## src/rtl/keyscan_pkg.sv

```systemverilog
// Package: shared state encoding of the key scanner.
// Assumes: nothing beyond IEEE 1800-2017.
package keyscan_pkg;

    typedef enum logic [2:0] {
        ST_IDLE,
        ST_SCAN,
        ST_CMP,
        ST_WAIT,
        ST_REQ
    } scan_state_t;

    localparam logic [1:0] SLP_NONE   = 2'd0;
    localparam logic [1:0] SLP_ALLLOW = 2'd1;
    localparam logic [1:0] SLP_TOPHI  = 2'd2;
    localparam logic [1:0] SLP_FIRSTL = 2'd3;

endpackage

```

## src/rtl/keyscan_sync.sv

```systemverilog
// Module: two-flop synchronizer for the sense lines.
// Assumes: inputs are asynchronous levels; reset value is zero.
module keyscan_sync #(
    parameter int W = 5
) (
    input  logic         clk,
    input  logic         rst_n,
    input  logic [W-1:0] d_in,
    output logic [W-1:0] q_out
);
    logic [W-1:0] stage1_q;
    logic [W-1:0] stage2_q;

    // Capture the asynchronous levels through two flops.
    always_ff @(posedge clk) begin
        if (!rst_n) begin
            stage1_q <= '0;
            stage2_q <= '0;
        end else begin
            stage1_q <= d_in;
            stage2_q <= stage1_q;
        end
    end

    assign q_out = stage2_q;
endmodule

```

## src/rtl/keyscan_drive.sv

```systemverilog
// Module: drive-line level generator.
// Works out which lines belong to the matrix from the key select.
// Produces either the one-hot scan pattern or the idle pattern set by the sleep code.
// Assumes: N_DRIVE >= 2; mode inputs are already held stable by the caller.
module keyscan_drive
    import keyscan_pkg::*;
#(
    parameter int N_DRIVE = 6,
    localparam int STEP_W = (N_DRIVE > 1) ? $clog2(N_DRIVE) : 1
) (
    input  logic [1:0]         key_sel,
    input  logic [1:0]         sleep_code,
    input  logic               scanning,
    input  logic [STEP_W-1:0]  step_idx,
    output logic [N_DRIVE-1:0] line_en,
    output logic [N_DRIVE-1:0] drive
);
    logic [N_DRIVE-1:0] idle_pat;
    logic [N_DRIVE-1:0] scan_pat;

    // Per-line enable and scan selection, one slice per drive line.
    for (genvar i = 0; i < N_DRIVE; i++) begin : g_line
        if (i == 0) begin : g_first
            assign line_en[i] = (key_sel == 2'd0);
        end else if (i == 1) begin : g_second
            assign line_en[i] = !key_sel[1];
        end else begin : g_rest
            assign line_en[i] = 1'b1;
        end
        assign scan_pat[i] = line_en[i] && (step_idx == STEP_W'(i));
    end

    // Idle level pattern chosen by the sleep code, masked by the enables.
    always_comb begin
        case (sleep_code)
            SLP_NONE:   idle_pat = line_en;
            SLP_ALLLOW: idle_pat = '0;
            SLP_TOPHI:  idle_pat = line_en & (N_DRIVE'(1) << (N_DRIVE - 1));
            default:    idle_pat = line_en & ~N_DRIVE'(1);
        endcase
    end

    assign drive = scanning ? scan_pat : idle_pat;
endmodule

```

## src/rtl/keyscan_ctrl.sv

```systemverilog
// Module: scan sequencer, double-scan comparison and request logic.
// Runs two scans of N_DRIVE steps of STEP_CLKS clocks each. It samples the
// synchronized sense lines in the last clock of every step and compares the
// two results. An agreeing, non-empty result is latched REQ_DELAY clocks after
// scan start and raises the request.
// Assumes: REQ_DELAY > 2*N_DRIVE*STEP_CLKS + 1; sense_s is already synchronized.
module keyscan_ctrl
    import keyscan_pkg::*;
#(
    parameter int N_DRIVE   = 6,
    parameter int N_SENSE   = 5,
    parameter int STEP_CLKS = 64,
    parameter int REQ_DELAY = 800,
    localparam int N_KEYS = N_DRIVE * N_SENSE,
    localparam int STEP_W = (N_DRIVE > 1) ? $clog2(N_DRIVE) : 1,
    localparam int CYC_W  = (STEP_CLKS > 1) ? $clog2(STEP_CLKS) : 1,
    localparam int T_W    = $clog2(REQ_DELAY + 1)
) (
    input  logic               clk,
    input  logic               rst_n,
    input  logic [N_SENSE-1:0] sense_s,
    input  logic               read_done,
    input  logic [N_DRIVE-1:0] line_en,
    output logic               scanning,
    output logic [STEP_W-1:0]  step_idx,
    output logic               idle,
    output logic               key_req,
    output logic [N_KEYS-1:0]  keys
);
    scan_state_t        state_q;
    logic [CYC_W-1:0]   cyc_q;
    logic [STEP_W-1:0]  step_q;
    logic               pass_q;
    logic [T_W-1:0]     tcnt_q;
    logic [N_KEYS-1:0]  buf_a_q;
    logic [N_KEYS-1:0]  buf_b_q;
    logic [N_KEYS-1:0]  keys_q;
    logic               req_q;
    logic [N_SENSE-1:0] row_val;

    // Row sample: a disabled drive line always reads as no key.
    assign row_val = line_en[step_q] ? sense_s : '0;

    // Sequencer: idle wait, two scans, comparison, delay, pending request.
    always_ff @(posedge clk) begin
        if (!rst_n) begin
            state_q <= ST_IDLE;
            cyc_q   <= '0;
            step_q  <= '0;
            pass_q  <= 1'b0;
            tcnt_q  <= '0;
            buf_a_q <= '0;
            buf_b_q <= '0;
            keys_q  <= '0;
            req_q   <= 1'b0;
        end else begin
            case (state_q)
                ST_IDLE: begin
                    if (|sense_s) begin
                        state_q <= ST_SCAN;
                        cyc_q   <= '0;
                        step_q  <= '0;
                        pass_q  <= 1'b0;
                        tcnt_q  <= '0;
                    end
                end
                ST_SCAN: begin
                    tcnt_q <= tcnt_q + 1'b1;
                    if (cyc_q == CYC_W'(STEP_CLKS - 1)) begin
                        cyc_q <= '0;
                        if (pass_q) begin
                            buf_b_q[step_q*N_SENSE +: N_SENSE] <= row_val;
                        end else begin
                            buf_a_q[step_q*N_SENSE +: N_SENSE] <= row_val;
                        end
                        if (step_q == STEP_W'(N_DRIVE - 1)) begin
                            step_q <= '0;
                            if (pass_q) begin
                                state_q <= ST_CMP;
                            end else begin
                                pass_q <= 1'b1;
                            end
                        end else begin
                            step_q <= step_q + 1'b1;
                        end
                    end else begin
                        cyc_q <= cyc_q + 1'b1;
                    end
                end
                ST_CMP: begin
                    tcnt_q <= tcnt_q + 1'b1;
                    if ((buf_a_q == buf_b_q) && (|buf_b_q)) begin
                        state_q <= ST_WAIT;
                    end else if (|buf_b_q) begin
                        state_q <= ST_SCAN;
                        cyc_q   <= '0;
                        step_q  <= '0;
                        pass_q  <= 1'b0;
                        tcnt_q  <= '0;
                    end else begin
                        state_q <= ST_IDLE;
                        keys_q  <= '0;
                    end
                end
                ST_WAIT: begin
                    tcnt_q <= tcnt_q + 1'b1;
                    if (tcnt_q == T_W'(REQ_DELAY - 1)) begin
                        state_q <= ST_REQ;
                        keys_q  <= buf_b_q;
                        req_q   <= 1'b1;
                    end
                end
                ST_REQ: begin
                    if (read_done) begin
                        req_q   <= 1'b0;
                        state_q <= ST_SCAN;
                        cyc_q   <= '0;
                        step_q  <= '0;
                        pass_q  <= 1'b0;
                        tcnt_q  <= '0;
                    end
                end
                default: state_q <= ST_IDLE;
            endcase
        end
    end

    assign scanning = (state_q == ST_SCAN);
    assign step_idx = step_q;
    assign idle     = (state_q == ST_IDLE);
    assign key_req  = req_q;
    assign keys     = keys_q;


    req_clear_chk: assert property (@(posedge clk) disable iff (!rst_n)
        (req_q && read_done) |=> !req_q);


    req_keys_chk: assert property (@(posedge clk) disable iff (!rst_n)
        $rose(req_q) |-> (keys_q != '0));


    keys_update_chk: assert property (@(posedge clk) disable iff (!rst_n)
        !$stable(keys_q) |-> ($rose(req_q) || (keys_q == '0)));
endmodule

```

## src/rtl/keyscan_top.sv

```systemverilog
// Module: debounced key matrix scanner, top level.
// Holds the mode registers, which load only while idle. Wires the sense
// synchronizer, the sequencer and the drive generator together, and forms
// the status word and the wake output.
// Assumes: one clock domain; sense lines are high when a pressed key meets a high drive line.
module keyscan_top #(
    parameter int N_DRIVE   = 6,
    parameter int N_SENSE   = 5,
    parameter int STEP_CLKS = 64,
    parameter int REQ_DELAY = 800,
    localparam int N_KEYS = N_DRIVE * N_SENSE,
    localparam int STEP_W = (N_DRIVE > 1) ? $clog2(N_DRIVE) : 1
) (
    input  logic               clk,
    input  logic               rst_n,
    input  logic [1:0]         key_sel,
    input  logic [1:0]         sleep_code,
    input  logic               read_done,
    input  logic [N_SENSE-1:0] sense_in,
    output logic [N_DRIVE-1:0] drive_out,
    output logic               key_req,
    output logic               osc_run,
    output logic [N_KEYS:0]    status
);
    logic [1:0]         ksel_q;
    logic [1:0]         sleep_q;
    logic [N_SENSE-1:0] sense_s;
    logic [N_DRIVE-1:0] line_en;
    logic               scanning;
    logic [STEP_W-1:0]  step_idx;
    logic               idle;
    logic [N_KEYS-1:0]  keys;

    // Mode registers: follow the inputs only while the scanner is idle.
    always_ff @(posedge clk) begin
        if (!rst_n) begin
            ksel_q  <= 2'd0;
            sleep_q <= 2'd0;
        end else if (idle) begin
            ksel_q  <= key_sel;
            sleep_q <= sleep_code;
        end
    end

    keyscan_sync #(.W(N_SENSE)) u_sync (
        .clk   (clk),
        .rst_n (rst_n),
        .d_in  (sense_in),
        .q_out (sense_s)
    );

    keyscan_ctrl #(
        .N_DRIVE   (N_DRIVE),
        .N_SENSE   (N_SENSE),
        .STEP_CLKS (STEP_CLKS),
        .REQ_DELAY (REQ_DELAY)
    ) u_ctrl (
        .clk       (clk),
        .rst_n     (rst_n),
        .sense_s   (sense_s),
        .read_done (read_done),
        .line_en   (line_en),
        .scanning  (scanning),
        .step_idx  (step_idx),
        .idle      (idle),
        .key_req   (key_req),
        .keys      (keys)
    );

    keyscan_drive #(.N_DRIVE(N_DRIVE)) u_drive (
        .key_sel    (ksel_q),
        .sleep_code (sleep_q),
        .scanning   (scanning),
        .step_idx   (step_idx),
        .line_en    (line_en),
        .drive      (drive_out)
    );

    assign status  = {(sleep_q != 2'd0), keys};
    assign osc_run = (sleep_q == 2'd0) || !idle;


    scan_onehot_chk: assert property (@(posedge clk) disable iff (!rst_n)
        scanning |-> $onehot0(drive_out));


    seg_line_chk: assert property (@(posedge clk) disable iff (!rst_n)
        (ksel_q != 2'd0) |-> !drive_out[0]);


    mode_hold_chk: assert property (@(posedge clk) disable iff (!rst_n)
        !idle |=> ($stable(ksel_q) && $stable(sleep_q)));
endmodule

```

## config.mk

```make
export PLATFORM = sky130hd
export DESIGN_NAME = keyscan_top
export DESIGN_NICKNAME = d
export VERILOG_FILES = /design/src/rtl/keyscan_pkg.sv /design/src/rtl/keyscan_sync.sv /design/src/rtl/keyscan_drive.sv /design/src/rtl/keyscan_ctrl.sv /design/src/rtl/keyscan_top.sv
export SDC_FILE = /design/constraint.sdc
export NUM_CORES = 1
export LEC_CHECK = 0
export BUFFER_PORTS_ARGS = -buffer_cell sky130_fd_sc_hd__buf_2
export CORE_MARGIN = 4
export CORE_UTILIZATION = 40
export CTS_CLUSTER_SIZE = 30
export DETAILED_ROUTE_END_ITERATION = 8
export GPL_TIMING_DRIVEN = 0
export HOLD_SLACK_MARGIN = 0.08
export PLACE_DENSITY = 0.7
export RECOVER_POWER = 100
export SYNTH_ARGS = -nofsm -noshare
export SYNTH_HDL_FRONTEND = slang
export SYNTH_HIERARCHICAL = 1
export SYNTH_SLANG_ARGS = --single-unit
```

## constraint.sdc

```tcl
create_clock -name clk -period 2.4 [get_ports clk]
set_input_delay 0.36 -clock clk [delete_from_list [all_inputs] [get_ports clk]]
set_output_delay 0.36 -clock clk [all_outputs]
set_load 0.02 [all_outputs]
```

==> results.rst, run 1 <==
.. list-table::
   :header-rows: 1

   * - Metric
     - Value
   * - Area of the core
     - 0.01383 sq mm
   * - Max-cap violation count
     - 0
   * - Placed cell count
     - 875
   * - Count of non-filler cells in the finished layout
     - 909
   * - Final min period
     - 2411 ps
   * - TritonCTS clock tree
     - done
   * - WS Path Type
     - flip-flop to flip-flop
   * - Starting utilization of the core area
     - 40.84%
   * - Via count of the first global-routing pass
     - 4299
   * - Data arrival time of the critical path
     - 2700 ps
   * - Clock latency on the worst-skew pair
     - 420 ps
   * - Leakage power summed over all cells
     - 2.460 nW
   * - Port Buf Inserts
     - 50
   * - Largest net degree at the start of global routing
     - 20
   * - Reg2Reg Launch Point
     - u_ctrl/step_idx[0]
   * - Final HPWL from detailed placement
     - 9829 um
   * - Crit path cell chain
     - clkbuf_4 -> mux4_2 -> mux2_2 -> nand2_1 -> nor2_1 -> mux2i_1 -> nor2_1
   * - Worst Reg2Reg Path Length in Cells
     - 7
   * - First-pass iteration count of the detailed router
     - 5
   * - Final Routed Wirelength
     - 14060 um
   * - Hold WS
     - 144.9 ps
   * - Area occupied by multi-input gates
     - 0.002945 sq mm
   * - Most used cells in the layout excluding fill and tap cells
     - 132 x nor2_1, 126 x dfxtp_1, 50 x clkbuf_1
   * - Die ar.
     - 0.01608 sq mm
   * - Worst-case setup margin in the final layout
     - -10.95 ps
   * - Vertical die dimension
     - 126.8 um
   * - Finished layout cell area
     - 0.006808 sq mm
   * - Tightest Hold Check Type
     - input port to flip-flop
   * - EDFF count, synth
     - 0
   * - Synth unique cells
     - 53
   * - Failing checks
     - negative setup slack
   * - Antenna violations before repair
     - 0
   * - Global-route wire length before repair
     - 22610 um
   * - CTS root buffer
     - clkbuf_16
   * - Capturing point of the worst reg2reg path
     - u_ctrl/buf_b_q[9]
   * - Async S/R FF share, synth
     - 0%
   * - Layout filler cell count
     - 1284
   * - Power density of the placed cells
     - 852.4 mW/mm^2
   * - Worst setup EP type
     - flip-flop
   * - Run status
     - complete, but fails checks
   * - Normalized max-slew margin
     - 57.98%
   * - Tot GR Track Use
     - 17.59%
   * - Synthesis-stage register bit count
     - 128
   * - Antenna diode count
     - 0
   * - Crit path required time
     - 2690 ps
   * - Final-report hold violation count
     - 0
   * - Maximum count of clock buffers along a single path
     - 2
   * - Number of standard cells after synthesis
     - 642
   * - Leading cell type in the layout, fill and taps excluded
     - nor2_1
   * - Clock Pin Slew Worst Setup and Hold Paths
     - 60 ps
   * - Worst reg2reg setup slack
     - -10 ps
   * - Total design power
     - 5.803 mW
   * - Average wire per cell in the routed design
     - 15.47 um
   * - Max Freq
     - 414.8 MHz
   * - RSZ-0062 raised after global routing
     - yes
   * - Sequential fraction of the synthesis area
     - 45.38%
   * - Synth warnings
     - 6
   * - Final worst path period share
     - 100.5%
   * - Final core utilization
     - 49.24%
   * - Residual DRC count
     - 0
   * - Final ANT Viol Nets
     - 0
   * - Crit path launch type
     - flip-flop
   * - Maximum fanout encountered on the critical timing path
     - 10
   * - Residual overflow from global routing
     - 0
   * - CTS Buf Count
     - 17
   * - Drt via density
     - 5.130
   * - Post-place instance area
     - 0.006133 sq mm
   * - Die Width
     - 126.8 um
   * - Cell with the most instances on the worst path
     - nor2_1
   * - Reg area
     - 0.002565 sq mm
   * - Share of layout cells above drive strength 1
     - 13.85%
   * - Crit path largest cell delay
     - 500 ps
   * - Clock Skews
     - 12.68 ps
   * - Maximum level of the CTS H-tree
     - 4
   * - Final weighted congestion of routability-driven global placement
     - 0.8790
   * - Cell row count
     - 43
   * - Via Count
     - 4663
   * - Launching element of the worst setup path
     - u_ctrl/step_idx[0]
   * - Transition time at the pin with the least slew margin
     - 624.5 ps
   * - # IOs
     - 51
   * - Net count reported at finish
     - 738
   * - Top flip-flop cell by instance count after synthesis
     - dfxtp_1
   * - # hold bufs at CTS
     - 0
   * - Post-synth design cell area
     - 0.005647 sq mm
   * - Iteration-0 DRC count of the detailed router
     - 389
   * - P&R area growth vs syn
     - 20.56%
   * - Worst setup path endpoint
     - u_ctrl/buf_b_q[9]
   * - TritonCTS sink count
     - 128
   * - Avg Cell Area, Syn
     - 8.795 sq um
   * - Number of failing setup endpoints in the final timing report
     - 3
   * - Max stage delay cell, worst path
     - mux4_2
   * - Max Transition Viols Final
     - 0
   * - Largest voltage drop on the vdd net
     - 0.5725 mV
==> Yosys cell counts, drive strengths merged (2+ instances only) <==
cell type	n	area (sq um)
a211oi	2	15.01
a21oi	39	195.2
a22oi	30	225.2
a31oi	5	31.28
and2	16	100.1
and3	3	18.77
and3b	2	17.52
buf	16	122.6
clkbuf	20	75.07
dfxtp	128	2562
ha	10	125.1
inv	10	37.54
mux2	2	22.52
mux2i	37	370.4
nand2	31	116.4
nand2b	5	33.78
nand3	15	95.09
nand4	10	62.56
nor2	134	503.0
nor2b	8	50.05
nor3	27	135.1
nor4	12	96.34
nor4b	2	17.52
o21a	2	15.01
o21ai	12	60.05
o22ai	4	25.02
or2	3	18.77
or3	2	12.51
or3b	3	26.28
xnor2	35	306.5
xor2	5	43.79
==> where the power goes <==
group / total, mW / internal, mW / switching (mW)
combinational: 1.04 / 0.386 / 0.656
clock: 2.50 / 1.55 / 0.953
sequential: 2.26 / 2.19 / 0.0676
total: 5.80 / 4.13 / 1.68
==> worst min-delay path by stage <==
stage | from | endpoint | slack, ps | cells after the start
6_report | sense_in[3] | u_sync/stage1_q[3] | 140 | 2
5_1_grt | sense_in[0] | u_sync/stage1_q[0] | 140 | 2
4_1_cts | sense_in[3] | u_sync/stage1_q[3] | 130 | 2
3_5_place_dp | u_sync/stage1_q[2] | u_sync/q_out[2] | 420 | 1
3_3_place_gp | u_sync/stage1_q[2] | u_sync/q_out[2] | 420 | 1
2_1_floorplan | u_sync/stage1_q[0] | u_sync/q_out[0] | 410 | 1
==> routing by layer <==
layer / routed length [um] / track usage [%]
met2: 6527 / 27.33
met5: 0 / 0
met1: 6689 / 24.26
met4: 167 / 5.237
met3: 677 / 4.337
==> state kept, by name, indices dropped and copies added, names as in the netlist, 2 cells and up <==
| signal | count |
|---|---|
| u_ctrl/step_idx | 3 |
| u_ctrl/buf_a_q | 30 |
| u_ctrl/buf_b_q | 30 |
| u_ctrl/keys | 30 |
| u_ctrl/cyc_q | 6 |
| ksel_q | 2 |
| u_ctrl/state_q | 3 |
| u_sync/q_out | 5 |
| u_ctrl/tcnt_q | 10 |
| u_sync/stage1_q | 5 |
| sleep_q | 2 |
==> kinds of logic after synthesis <==
kind of cell	after synthesis	share of synthesized area, %
fa+ha+maj	10	2.216
buf+inv	46	4.166
other cells	1	0.06641
flops	128	45.38
mux	40	7.357
xor+xnor	40	6.204
compound gates	100	10.97
simple gates	277	23.64
==> worst max-delay path, delay by kind of cell (launching register included) <==
| kind | cells | cell delay (ps) |
|---|---|---|
| AND/OR/NAND/NOR | 3 | 560 |
| flip-flops | 1 | 420 |
| buffers and inverters | 1 | 260 |
| multiplexers | 3 | 1050 |
==> per-stage QoR <==
stage	setup slack, ps	TNS (ps)
after detailed placement	-363.4	-7047
after global routing	-110.8	-1461
after global placement	-305.3	-5323
after CTS	4.041	0
final	-10.95	-28.21
after floorplan	179.7	0
==> timing repair <==
action,CTS,global route
endpoints found under the setup margin,64,102
gates resized for setup,15,23
pin swaps,3,3
buffers inserted,1,3
==> cell type report <==
class,count,area share [%]
Buffer,34,2.941
Clock buffer,19,6.506
Clock inverter,13,2.022
Inverter,10,0.6616
Multi-Input combinational cell,471,43.26
Sequential cell,128,37.68
Tap cell,180,3.308
Timing Repair Buffer,54,3.621
Note: power is estimated with default switching activity, not from simulation.
==> run 2: changes to the inputs <==
--- a/config.mk
+++ b/config.mk
@@ -12,7 +12,7 @@
 export DETAILED_ROUTE_END_ITERATION = 8
 export GPL_TIMING_DRIVEN = 0
 export HOLD_SLACK_MARGIN = 0.08
-export PLACE_DENSITY = 0.7
+export PLACE_DENSITY = 0.61
 export RECOVER_POWER = 100
 export SYNTH_ARGS = -nofsm -noshare
 export SYNTH_HDL_FRONTEND = slang
==> run 2 against run 1 <==
The run now ends clean. Largest cell class unchanged. Sequential cell count stayed put. Critical path depth stayed put. Maximum frequency is 4.7% higher. Worst hold slack better by 7.4 ps.
==> results.rst, run 2 (same netlist as run 1, synthesis figures left out) <==
.. list-table::
   :header-rows: 1

   * - Metric
     - Value
   * - Run status
     - completed (was complete, but fails checks)
   * - Vertical die dimension
     - 126.8 um (unchanged)
   * - Average wire per cell in the routed design
     - 15.98 um (was 15.47 um)
   * - Area occupied by multi-input gates
     - 0.002954 sq mm (was 0.002945 sq mm)
   * - Largest voltage drop on the vdd net
     - 0.4232 mV (was 0.5725 mV)
   * - Final Routed Wirelength
     - 14530 um (was 14060 um)
   * - Starting utilization of the core area
     - 40.84% (unchanged)
   * - Count of non-filler cells in the finished layout
     - 909 (unchanged)
   * - Largest net degree at the start of global routing
     - 20 (unchanged)
   * - Crit path launch type
     - flip-flop (unchanged)
   * - Port Buf Inserts
     - 50 (unchanged)
   * - RSZ-0062 raised after global routing
     - yes (unchanged)
   * - Max Transition Viols Final
     - 0 (unchanged)
   * - TritonCTS clock tree
     - done (unchanged)
   * - Max-cap violation count
     - 0 (unchanged)
   * - Transition time at the pin with the least slew margin
     - 628.1 ps (was 624.5 ps)
   * - First-pass iteration count of the detailed router
     - 5 (unchanged)
   * - CTS root buffer
     - clkbuf_16 (unchanged)
   * - Area of the core
     - 0.01383 sq mm (unchanged)
   * - Reg area
     - 0.002565 sq mm (unchanged)
   * - Number of failing setup endpoints in the final timing report
     - 0 (was 3)
   * - CTS Buf Count
     - 17 (unchanged)
   * - Antenna diode count
     - 0 (unchanged)
   * - Power density of the placed cells
     - 839.6 mW/mm^2 (was 852.4 mW/mm^2)
   * - Via Count
     - 4787 (was 4663)
   * - Net count reported at finish
     - 740 (was 738)
   * - Residual DRC count
     - 0 (unchanged)
   * - Total design power
     - 5.713 mW (was 5.803 mW)
   * - P&R area growth vs syn
     - 20.50% (was 20.56%)
   * - Maximum level of the CTS H-tree
     - 4 (unchanged)
   * - Leakage power summed over all cells
     - 2.495 nW (was 2.460 nW)
   * - Layout filler cell count
     - 1323 (was 1284)
   * - Final-report hold violation count
     - 0 (unchanged)
   * - # hold bufs at CTS
     - 0 (unchanged)
   * - Cell row count
     - 43 (unchanged)
   * - Leading cell type in the layout, fill and taps excluded
     - nor2_1 (unchanged)
   * - WS Path Type
     - flip-flop to flip-flop (unchanged)
   * - Drt via density
     - 5.266 (was 5.130)
   * - Clock Skews
     - 7.401 ps (was 12.68 ps)
   * - Iteration-0 DRC count of the detailed router
     - 351 (was 389)
   * - Via count of the first global-routing pass
     - 4502 (was 4299)
   * - Final worst path period share
     - 95.92% (was 100.5%)
   * - Residual overflow from global routing
     - 0 (unchanged)
   * - Clock latency on the worst-skew pair
     - 410 ps (was 420 ps)
   * - Final min period
     - 2302 ps (was 2411 ps)
   * - # IOs
     - 51 (unchanged)
   * - Max Freq
     - 434.4 MHz (was 414.8 MHz)
   * - Final HPWL from detailed placement
     - 10410 um (was 9829 um)
   * - TritonCTS sink count
     - 128 (unchanged)
   * - Crit path required time
     - 2680 ps (was 2690 ps)
   * - Most used cells in the layout excluding fill and tap cells
     - 133 x nor2_1, 126 x dfxtp_1, 51 x clkbuf_1 (was 132 x nor2_1, 126 x dfxtp_1, 50 x clkbuf_1)
   * - Clock Pin Slew Worst Setup and Hold Paths
     - 50 ps (was 60 ps)
   * - Die ar.
     - 0.01608 sq mm (unchanged)
   * - Maximum fanout encountered on the critical timing path
     - 10 (unchanged)
   * - Placed cell count
     - 875 (unchanged)
   * - Normalized max-slew margin
     - 58.13% (was 57.98%)
   * - Tot GR Track Use
     - 18.09% (was 17.59%)
   * - Tightest Hold Check Type
     - input port to flip-flop (unchanged)
   * - Final weighted congestion of routability-driven global placement
     - 0.8972 (was 0.8790)
   * - Data arrival time of the critical path
     - 2580 ps (was 2700 ps)
   * - Global-route wire length before repair
     - 23180 um (was 22610 um)
   * - Maximum count of clock buffers along a single path
     - 2 (unchanged)
   * - Antenna violations before repair
     - 0 (unchanged)
   * - Die Width
     - 126.8 um (unchanged)
   * - Share of layout cells above drive strength 1
     - 13.99% (was 13.85%)
   * - Worst setup EP type
     - flip-flop (unchanged)
   * - Final ANT Viol Nets
     - 0 (unchanged)
## run 2: cell count changes in the layout (fill, tap and decap cells not counted), moves of 3 or more
cell and change:
clkbuf_8 +3, nand2_4 +3, nand2_1 -3, clkinvlp_4 -5, buf_4 +3
## run 2: layout make-up
class	instances	share of cell area, %
buffer	34	3.071
clock buffer	24	7.227
clock inverter	6	0.8459
inverter	10	0.6620
multi-input combinational	471	43.42
sequential	128	37.70
tap	180	3.310
timing repair buffer	56	3.770
## run 2: what timing repair did
item,in CTS,in global routing
resized for setup,9,36
pin swaps,1,4
endpoints found under the setup margin,48,102
buffers inserted,2,4
## run 2: power breakdown
| part | internal [mW] | switching, mW |
|---|---|---|
| clock network | 1.51 | 0.861 |
| registers | 2.19 | 0.0702 |
| logic | 0.404 | 0.674 |
| total | 4.11 | 1.61 |
## run 2: path summary, 6_finish.rpt
path | end | start | depth (start not counted) | slack, ps
setup / recovery | u_ctrl/buf_a_q[28] | u_ctrl/step_idx[0] | 7 | 100
hold / removal | u_sync/stage1_q[1] | sense_in[1] | 2 | 150
setup reg to reg | u_ctrl/buf_a_q[28] | u_ctrl/step_idx[0] | 7 | 100
hold reg to reg | u_sync/q_out[3] | u_sync/stage1_q[3] | 1 | 430
## run 2: per-stage QoR
step           cell area (sq um)  utilization (%)  TNS (ps)  hold WS [ps]  setup slack [ps]
6_report                    6804            49.21         0         152.3             97.88
5_1_grt                     6804            49.21    -126.5         154.3            -37.73
4_1_cts                     6718            48.58         0         136.2             7.639
3_5_place_dp                6133            44.36     -6381         419.2            -321.7
3_3_place_gp                6133            44.36     -3998         419.4            -242.6
2_1_floorplan               5658                -         0         411.8             179.7
## run 2: worst max-delay path, cell delays in order, from the launching register on
cell	delay (ps)
dfxtp_2	430
clkbuf_4	250
mux4_2	500
mux2_2	400
nand2_2	220
nor2_1	130
mux2i_1	180
nor2_1	60
## run 2: layer usage
layer | GRT usage, % | routed length (um) | vias to the layer above | share of wire (%)
met3 | 4.926 | 1022 | 18 | 7.0
met5 | 0 | 0 | - | 0
met2 | 27.86 | 6614 | 148 | 46
met1 | 24.73 | 6700 | 2251 | 46
met4 | 5.678 | 189 | 0 | 1.3
li1 | - | - | 2370 | -
==> run 3: changes to the inputs <==
--- a/config.mk
+++ b/config.mk
@@ -12,7 +12,7 @@
 export DETAILED_ROUTE_END_ITERATION = 8
 export GPL_TIMING_DRIVEN = 0
 export HOLD_SLACK_MARGIN = 0.08
-export PLACE_DENSITY = 0.61
+export PLACE_DENSITY = 0.62
 export RECOVER_POWER = 100
 export SYNTH_ARGS = -nofsm -noshare
 export SYNTH_HDL_FRONTEND = slang
==> run 3 against run 2 <==
Total power up 5.5%. Setup slack better by 12 ps. Sequential share of layout area down 0.51 points. Non-clock buffer count down 2. Critical path depth unchanged. Cell area up 1.4%. Maximum frequency up 0.52%. Clock-buffer cell count down 3. Core utilization up 0.67 points. Combinational power about the same. Critical endpoint is now drive_out[0].
==> results.rst, run 3 (same netlist as run 1, synthesis figures left out) <==
.. list-table::
   :header-rows: 1

   * - Metric
     - Value
   * - WS Path Type
     - flip-flop to output port (was flip-flop to flip-flop)
   * - Normalized max-slew margin
     - 58.56% (was 58.13%)
   * - Final HPWL from detailed placement
     - 10420 um (was 10410 um)
   * - Maximum level of the CTS H-tree
     - 4 (unchanged)
   * - Final Routed Wirelength
     - 14450 um (was 14530 um)
   * - Tot GR Track Use
     - 18.69% (was 18.09%)
   * - Worst setup EP type
     - output port (was flip-flop)
   * - P&R area growth vs syn
     - 22.14% (was 20.50%)
   * - Leading cell type in the layout, fill and taps excluded
     - nor2_1 (unchanged)
   * - Run status
     - completed (unchanged)
   * - Share of power burned in the clock network
     - 44.1% (was 41.5%)
   * - Final ANT Viol Nets
     - 0 (unchanged)
   * - Most used cells in the layout excluding fill and tap cells
     - 132 x nor2_1, 126 x dfxtp_1, 49 x clkbuf_1 (was 133 x nor2_1, 126 x dfxtp_1, 51 x clkbuf_1)
   * - Crit path required time
     - 2040 ps (was 2680 ps)
   * - Vertical die dimension
     - 126.8 um (unchanged)
   * - Hold WS
     - 143.3 ps (was 152.3 ps)
   * - Crit path launch type
     - flip-flop (unchanged)
   * - Via Count
     - 4758 (was 4787)
   * - Post-place instance area
     - 0.006133 sq mm (unchanged)
   * - CTS Buf Count
     - 17 (unchanged)
   * - RSZ-0062 raised after global routing
     - yes (unchanged)
   * - Transition time at the pin with the least slew margin
     - 621.6 ps (was 628.1 ps)
   * - Residual DRC count
     - 0 (unchanged)
   * - Drt via density
     - 5.234 (was 5.266)
   * - Count of non-filler cells in the finished layout
     - 909 (unchanged)
   * - Max stage delay cell, worst path
     - or3b_4 (was mux4_2)
   * - Crit path buffers/inverters
     - 4 (was 1)
   * - Power density of the placed cells
     - 874.1 mW/mm^2 (was 839.6 mW/mm^2)
   * - Final-report hold violation count
     - 0 (unchanged)
   * - Switching Share
     - 28.47% (was 28.10%)
   * - Cell row count
     - 43 (unchanged)
   * - Global-route wire length before repair
     - 24160 um (was 23180 um)
   * - Crit path cell chain
     - buf_6 -> or3b_4 -> buf_6 -> inv_8 -> nor4b_4 -> o21a_1 -> buf_4 (was clkbuf_4 -> mux4_2 -> mux2_2 -> nand2_2 -> nor2_1 -> mux2i_1 -> nor2_1)
   * - Antenna diode count
     - 0 (unchanged)
   * - Largest voltage drop on the vdd net
     - 0.5556 mV (was 0.4232 mV)
   * - Via count of the first global-routing pass
     - 4674 (was 4502)
   * - Share of layout cells above drive strength 1
     - 14.54% (was 13.99%)
   * - Clock latency on the worst-skew pair
     - 420 ps (was 410 ps)
   * - Finished layout cell area
     - 0.006897 sq mm (was 0.006804 sq mm)
   * - Iteration-0 DRC count of the detailed router
     - 328 (was 351)
   * - Maximum count of clock buffers along a single path
     - 2 (unchanged)
   * - Residual overflow from global routing
     - 0 (unchanged)
   * - Reg2Reg Launch Point
     - u_ctrl/state_q[2] (was u_ctrl/step_idx[0])
   * - Worst-case setup margin in the final layout
     - 109.9 ps (was 97.88 ps)
   * - Net count reported at finish
     - 738 (was 740)
   * - Average wire per cell in the routed design
     - 15.90 um (was 15.98 um)
   * - Largest net degree at the start of global routing
     - 20 (unchanged)
   * - Port Buf Inserts
     - 50 (unchanged)
   * - Family with the most delay on the worst path
     - simple AND/OR/NAND/NOR gates (was multiplexers)
   * - Reg power frac
     - 37.5% (was 39.6%)
   * - First-pass iteration count of the detailed router
     - 7 (was 5)
   * - Int Power
     - 4.312 mW (was 4.108 mW)
   * - Die ar.
     - 0.01608 sq mm (unchanged)
   * - TritonCTS clock tree
     - done (unchanged)
   * - Data arrival time of the critical path
     - 1930 ps (was 2580 ps)
   * - CTS root buffer
     - clkbuf_16 (unchanged)
   * - Cell with the most instances on the worst path
     - buf_6 (was nor2_1)
   * - Clock Pin Slew Worst Setup and Hold Paths
     - 60 ps (was 50 ps)
   * - Die Width
     - 126.8 um (unchanged)
   * - Maximum fanout encountered on the critical timing path
     - 14 (was 10)
   * - Max Freq
     - 436.7 MHz (was 434.4 MHz)
   * - TritonCTS sink count
     - 128 (unchanged)
   * - Final weighted congestion of routability-driven global placement
     - 0.8876 (was 0.8972)
   * - Launching element of the worst setup path
     - u_ctrl/state_q[2] (was u_ctrl/step_idx[0])
   * - # IOs
     - 51 (unchanged)
   * - Tightest Hold Check Type
     - input port to flip-flop (unchanged)
   * - Placed cell count
     - 875 (unchanged)
   * - Leakage power summed over all cells
     - 2.525 nW (was 2.495 nW)
   * - Starting utilization of the core area
     - 40.84% (unchanged)
   * - Final worst path period share
     - 95.42% (was 95.92%)
   * - Hold Crit Start
     - sense_in[3] (was sense_in[1])
   * - Comb pwr share
     - 18.4% (was 18.9%)
   * - Layout filler cell count
     - 1296 (was 1323)
   * - Worst setup slack before clock tree synthesis
     - -356.8 ps (was -321.7 ps)
   * - Crit path largest cell delay
     - 390 ps (was 500 ps)
   * - Area of the core
     - 0.01383 sq mm (unchanged)
   * - Clock Skews
     - 9.909 ps (was 7.401 ps)
   * - Psw
     - 1.716 mW (was 1.605 mW)
   * - Max Transition Viols Final
     - 0 (unchanged)
   * - Antenna violations before repair
     - 0 (unchanged)
   * - Max-cap violation count
     - 0 (unchanged)
   * - Final min period
     - 2290 ps (was 2302 ps)
   * - Number of failing setup endpoints in the final timing report
     - 0 (unchanged)
==> run 3: cell count changes in the layout (fill, tap and decap cells not counted), sizes merged <==
cell      delta
bufinv       +2
clkbuf       -6
buf          +1
inv          +3
clkinvlp     +1
clkinv       -1
==> run 3: worst register-to-register path: stages (launching register included) <==
cell and delay (ps):
dfxtp_1 300, buf_6 130, or3b_4 400, buf_6 140
buf_6 140, nor2_4 100, and4_1 230, buf_6 140
and3_1 150, buf_4 160, mux2i_1 210, nor2_1 50
==> run 3: per-layer routing <==
layer | track usage (%) | routed length, um | vias to the layer above
met4 | 6.309 | 286 | 0
met3 | 4.126 | 697 | 24
met1 | 25.07 | 6843 | 2250
met5 | 0 | 0 | -
li1 | - | - | 2363
met2 | 29.86 | 6626 | 121
==> run 3: what timing repair did <==
item | CTS | global route
hold buffers | 0 | 0
setup buffers | 1 | 3
endpoints found under the hold margin | 0 | 0
resized for setup | 13 | 36
setup endpoints to repair | 66 | 108
pin swaps | 1 | 4
==> run 3: path summary, 6_finish.rpt <==
check / end / slack, ps / depth (start not counted)
max: drive_out[0] / 110 / 7
min: u_sync/stage1_q[3] / 140 / 2
max reg2reg: u_ctrl/buf_b_q[8] / 120 / 11
min reg2reg: u_sync/q_out[4] / 430 / 1
==> run 3: stage by stage <==
| step | TNS [ps] | total power [mW] | util (%) |
|---|---|---|---|
| finish | 0 | 6.028 | 49.88 |
| detailed placement | -7781 | 3.278 | 44.36 |
| global placement | -4558 | 3.255 | 44.36 |
| CTS | -18.49 | 5.984 | 49.10 |
| floorplan | 0 | 3.013 | - |
| global route | -27.37 | 6.289 | 49.88 |
==> run 3: layout make-up <==
type | instances | area, sq um | share of cell area [%]
plain buffers | 34 | 203.9 | 2.957
clock buffers | 21 | 460.4 | 6.676
clock inverters | 11 | 153.9 | 2.232
inverters | 10 | 45.04 | 0.6531
multi-input cells | 471 | 2995 | 43.43
flip-flops and latches | 128 | 2565 | 37.19
well taps | 180 | 225.2 | 3.266
repair buffers | 54 | 247.7 | 3.592
==> run 3: power groups by stage <==
stage | combinational (mW) | clock, mW | sequential, mW
finish | 1.11 | 2.66 | 2.26
global route | 1.23 | 2.79 | 2.27
CTS | 1.03 | 2.70 | 2.26
detailed placement | 0.979 | 0 | 2.30
global placement | 0.960 | 0 | 2.29
floorplan | 0.731 | 0 | 2.28
